File: config.mk
export PLATFORM = sky130hd
export DESIGN_NAME = fu_supply_ctrl
export DESIGN_NICKNAME = d
export VERILOG_FILES = /design/src/rtl/fu_pwr_pkg.sv /design/src/rtl/fu_supply_hist.sv /design/src/rtl/fu_iso_clamp.sv /design/src/rtl/fu_supply_ctrl.sv
export SDC_FILE = /design/constraint.sdc
export NUM_CORES = 1
export LEC_CHECK = 0
export ABC_AREA = 1
export ABC_CLOCK_PERIOD_IN_PS = 1300
export BUFFER_PORTS_ARGS = -buffer_cell sky130_fd_sc_hd__buf_4
export CORE_ASPECT_RATIO = 1.25
export CORE_UTILIZATION = 35
export CTS_CLUSTER_SIZE = 16
export DETAILED_ROUTE_END_ITERATION = 7
export PLACE_DENSITY = 0.82
export SLEW_MARGIN = 20
export SYNTH_ARGS = -nofsm -noshare
export SYNTH_HDL_FRONTEND = slang
export SYNTH_SLANG_ARGS = --single-unit
File: constraint.sdc
create_clock -name clk -period 1.3 [get_ports clk]
set_clock_uncertainty 0.15 [all_clocks]
set_input_delay 0.26 -clock clk [delete_from_list [all_inputs] [get_ports clk]]
set_output_delay 0.26 -clock clk [all_outputs]
set_load 0.05 [all_outputs]
File: src/rtl/fu_pwr_pkg.sv
// Shared types and constants for the functional-unit supply controller.
// Assumes one supply bit per unit per fetched instruction.
package fu_pwr_pkg;
    // Two-deep supply history of one unit.
    typedef struct packed {
        logic at_if;
        logic at_ex;
    } sup_hist_t;

    localparam sup_hist_t HIST_RESET = '{at_if: 1'b1, at_ex: 1'b1};
endpackage

File: src/rtl/fu_supply_hist.sv
// Per-unit supply history: a fetch-stage and an execute-stage flop shifted
// on pipeline advance. Supply stays on unless both flops hold zero.
// Assumes adv marks a real stage advance of the data path.
module fu_supply_hist
    import fu_pwr_pkg::*;
(
    input  logic clk,
    input  logic rst_n,
    input  logic adv,
    input  logic sup_bit,
    output logic en
);
    sup_hist_t hist;

    // Shift the supply bit through the two stage flops on advance.
    always_ff @(posedge clk) begin
        if (!rst_n) begin
            hist <= HIST_RESET;
        end else if (adv) begin
            hist.at_if <= sup_bit;
            hist.at_ex <= hist.at_if;
        end
    end

    // Either flop set keeps the unit powered (early wake from the fetch flop).
    always_comb en = hist.at_if | hist.at_ex;
endmodule

File: src/rtl/fu_iso_clamp.sv
// Output isolation for one unit: forces the result bus to zero while the
// supply is off and for one cycle after it returns.
// Assumes en comes from a register so it is glitch free.
module fu_iso_clamp #(
    parameter int DATA_W = 16
) (
    input  logic              clk,
    input  logic              rst_n,
    input  logic              en,
    input  logic [DATA_W-1:0] raw,
    output logic [DATA_W-1:0] out
);
    logic released;

    // Release one cycle after the supply has been seen on.
    always_ff @(posedge clk) begin
        if (!rst_n) released <= 1'b1;
        else        released <= en;
    end

    // Pass data only when powered and settled.
    always_comb out = (en && released) ? raw : '0;
endmodule

File: src/rtl/fu_supply_ctrl.sv
// Supply gate controller for NUM_UNITS execution units. Each unit gets a
// history pipeline deciding its supply enable and a clamp on its result bus.
// Assumes result buses are packed unit-major, unit u at [u*DATA_W +: DATA_W].
module fu_supply_ctrl #(
    parameter int NUM_UNITS = 3,
    parameter int DATA_W    = 16
) (
    input  logic                          clk,
    input  logic                          rst_n,
    input  logic                          adv,
    input  logic [NUM_UNITS-1:0]          sup_bit,
    input  logic [NUM_UNITS*DATA_W-1:0]   raw_in,
    output logic [NUM_UNITS-1:0]          sup_en,
    output logic [NUM_UNITS*DATA_W-1:0]   unit_out
);
    localparam int BUS_W = NUM_UNITS * DATA_W;

    logic [BUS_W-1:0] clamped;

    // One history pipeline and one clamp per unit.
    for (genvar u = 0; u < NUM_UNITS; u++) begin : g_unit
        fu_supply_hist u_hist (
            .clk    (clk),
            .rst_n  (rst_n),
            .adv    (adv),
            .sup_bit(sup_bit[u]),
            .en     (sup_en[u])
        );

        fu_iso_clamp #(.DATA_W(DATA_W)) u_clamp (
            .clk  (clk),
            .rst_n(rst_n),
            .en   (sup_en[u]),
            .raw  (raw_in[u*DATA_W +: DATA_W]),
            .out  (clamped[u*DATA_W +: DATA_W])
        );
    end

    // Drive the clamped buses out.
    always_comb unit_out = clamped;
endmodule

==> impl_metrics.env <==
export IMPL_clkLatencyLatePin_ns=0.28
export IMPL_die_area_mm2=0.00311
export IMPL_io_pins=105
export IMPL_power_density_mw_per_mm2=665
export IMPL_power_frac_seq_pct=18.2
export IMPL_seq_area_frac_synth_pct=17.8
export IMPL_drive_above_1_share_pct=73.5
export IMPL_hold_violations=0
export IMPL_dp_hpwl_mm=2.45
export IMPL_route_detailed_drc=0
export IMPL_post_drt_via_cell_ratio=4.91
export IMPL_cp_end_kind="primary output"
export IMPL_crit_slowest_cell="dfxtp_2"
export IMPL_finalCriticalPeriod_ns=1.62
export IMPL_avgSynthCellArea_um2=6.92
export IMPL_grt_use_total_pct=28.6
export IMPL_n_antenna_cell=0
export IMPL_start_util_pct=37.4
export IMPL_vias=1428
export IMPL_slew_headroom_pct=81.3
export IMPL_place_inst=284
export IMPL_cts_tree="built"
export IMPL_core_area_mm2=0.00271
export IMPL_combPwrFrac_pct=67.5
export IMPL_grt_pass1_wl_mm=6.46
export IMPL_overflow=0
export IMPL_syn_num_nets=200
export IMPL_die_width_um=50.1
export IMPL_rows=21
export IMPL_die_y_um=62.1
export IMPL_placed_cell_area_mm2=0.00221
export IMPL_power_leakage_nw=1.29
export IMPL_critical_path_cell_chain="nor2_4, buf_12, nor3_4, buf_6"
export IMPL_setup_slack_ns=-0.320
export IMPL_root_buffer="clkbuf_4"
export IMPL_tightestPinTransition_ns=0.281
export IMPL_ant_nets=0
export IMPL_yosysUniqueCellTypes=13
export IMPL_clk_pin_slew_worst_paths_ns=0.07
export IMPL_period_share_pct=125
export IMPL_synth_top_family_by_area="simple AND/OR/NAND/NOR gates"
export IMPL_final_instance_count_excl_fill=291
export IMPL_power_mw=1.69
export IMPL_worst_ep_required_time_ns=0.89
export IMPL_synth_warnings=0
export IMPL_syn_area_mm2=0.00101
export IMPL_cpPeakStageDelay_ns=0.34
export IMPL_synth_xor_area_share_pct=0
export IMPL_drv_cap=0
export IMPL_rsz0062_at_grt="yes"
export IMPL_portBuffers=104
export IMPL_synthAdderAreaFrac_pct=0
export IMPL_violations="negative setup slack"
export IMPL_fin_area_mm2=0.00253
export IMPL_grt_antenna_before_repair=0
export IMPL_wl_mm=4.69
export IMPL_post_drt_wl_per_cell_um=16.1
export IMPL_cts_hold_buf=0
export IMPL_ys_ff_latch=9
export IMPL_clkPwrFrac_pct=14.3
export IMPL_first_iter_violations=28
export IMPL_nNetsFinal=312
export IMPL_grt_pass1_vias=1439
export IMPL_layout_common_cells="59 x buf_4, 52 x buf_6, 49 x inv_1, 43 x nor3_4, 12 x nand2_1"
export IMPL_internal_power_uw=882
export IMPL_switching_share_pct=47.7
export IMPL_fmax_mhz=617
export IMPL_cp_arrival_ns=1.21
export IMPL_crit_path_start_kind="flop"
export IMPL_hp_class="primary input to flop"
export IMPL_setup_worst_path_class="flop to primary output"
export IMPL_clk_path_buf_depth=2
export IMPL_net_switching_power_uw=805
export IMPL_syn2layout_area_growth_pct=151
export IMPL_cts_sinks=9
export IMPL_drt_pass1_iter_count=4
export IMPL_gp_congestion=0.761
export IMPL_grt_max_degree=17
export IMPL_path_max_fanout=12
export IMPL_cts_made_buffers=3
export IMPL_irDropWorstVdd_v=0.000697
export IMPL_outcome="finished with violations"
export IMPL_tns_ns=-15.09
export IMPL_pre_cts_ws_ns=-0.0734
export IMPL_synth_compound_area_share_pct=0
export IMPL_final_common_cell="buf_4"
export IMPL_htreeDepth=1
export IMPL_report_final_setup_viol=51
export IMPL_utilization_pct=93.7
export IMPL_synthMuxAreaShare_pct=0
export IMPL_netlist_instances=146
export IMPL_synth_simple_area_share_pct=49.8
export IMPL_slew_violations=0
export IMPL_hold_slack_ns=0.0433
[cell families (layout without fill, tap and decap cells)]
group	after synthesis	after routing
and+or+nand+nor	72	72
buffers and inverters	65	176
DFF	9	9
[final timing paths]
kind,startpoint,end,slack [ns],cells after the start
hold / removal,sup_bit[2],g_unit[2].u_hist.hist[1],0.04,3
setup reg to reg,g_unit[0].u_hist.hist[1],g_unit[0].u_clamp.released,0.16,4
setup / recovery,g_unit[1].u_hist.hist[0],unit_out[28],-0.32,4
hold reg to reg,g_unit[2].u_hist.hist[0],g_unit[2].u_hist.hist[0],0.36,2
[power groups by stage]
stage                     Sequential [mW]  Combinational, mW  Clock (mW)
after floorplan                     0.313              0.686           0
after global placement              0.313              0.986           0
after detailed placement            0.314              0.997           0
after CTS                           0.305               1.11       0.226
after global routing                0.308               1.18       0.246
final                               0.307               1.14       0.241
[state kept, by name (all words and copies together) (netlist names)]
register and cells:
g_unit.u_clamp.released 3, g_unit.u_hist.hist 6
[what timing repair did]
item,4_1_cts,5_1_grt
setup endpoints to repair,51,51
pin swaps,2,1
buffers inserted,3,0
resized for setup,69,2
gates cloned,0,0
[worst max-delay path, delay by kind of cell, from the launching register on]
family        cells  cell delay, ns
buf+inv           2            0.37
flops             1            0.34
simple gates      2            0.22
[cell type report]
cell class	count	area [um^2]
clock buffers	4	26.3
fillers	78	171
inverters	55	234
multi-input cells	72	892
flip-flops and latches	9	196
well taps	34	42.5
repair buffers	117	1140
[synthesized netlist by cell type]
| library cell | n | area (um^2) |
|---|---|---|
| nand2_4 | 3 | 33.8 |
| nor2_4 | 3 | 33.8 |
| nand2_1 | 12 | 45.0 |
| buf_12 | 3 | 60.1 |
| nor3_2 | 24 | 240 |
| nand3_1 | 6 | 30.0 |
| buf_4 | 3 | 22.5 |
| inv_2 | 6 | 22.5 |
| buf_6 | 3 | 33.8 |
| dfxtp_1 | 9 | 180 |
| clkbuf_2 | 1 | 5.00 |
| nor3_1 | 24 | 120 |
| inv_1 | 49 | 184 |
[per-layer routing]
| metal | global-route usage [%] | routed length [um] |
|---|---|---|
| met3 | 6.08 | 314 |
| met2 | 59.2 | 2700 |
| met4 | 12.7 | 82 |
| met5 | 0 | 0 |
| met1 | 26.7 | 1600 |
Note: power is estimated with default switching activity, not from simulation.
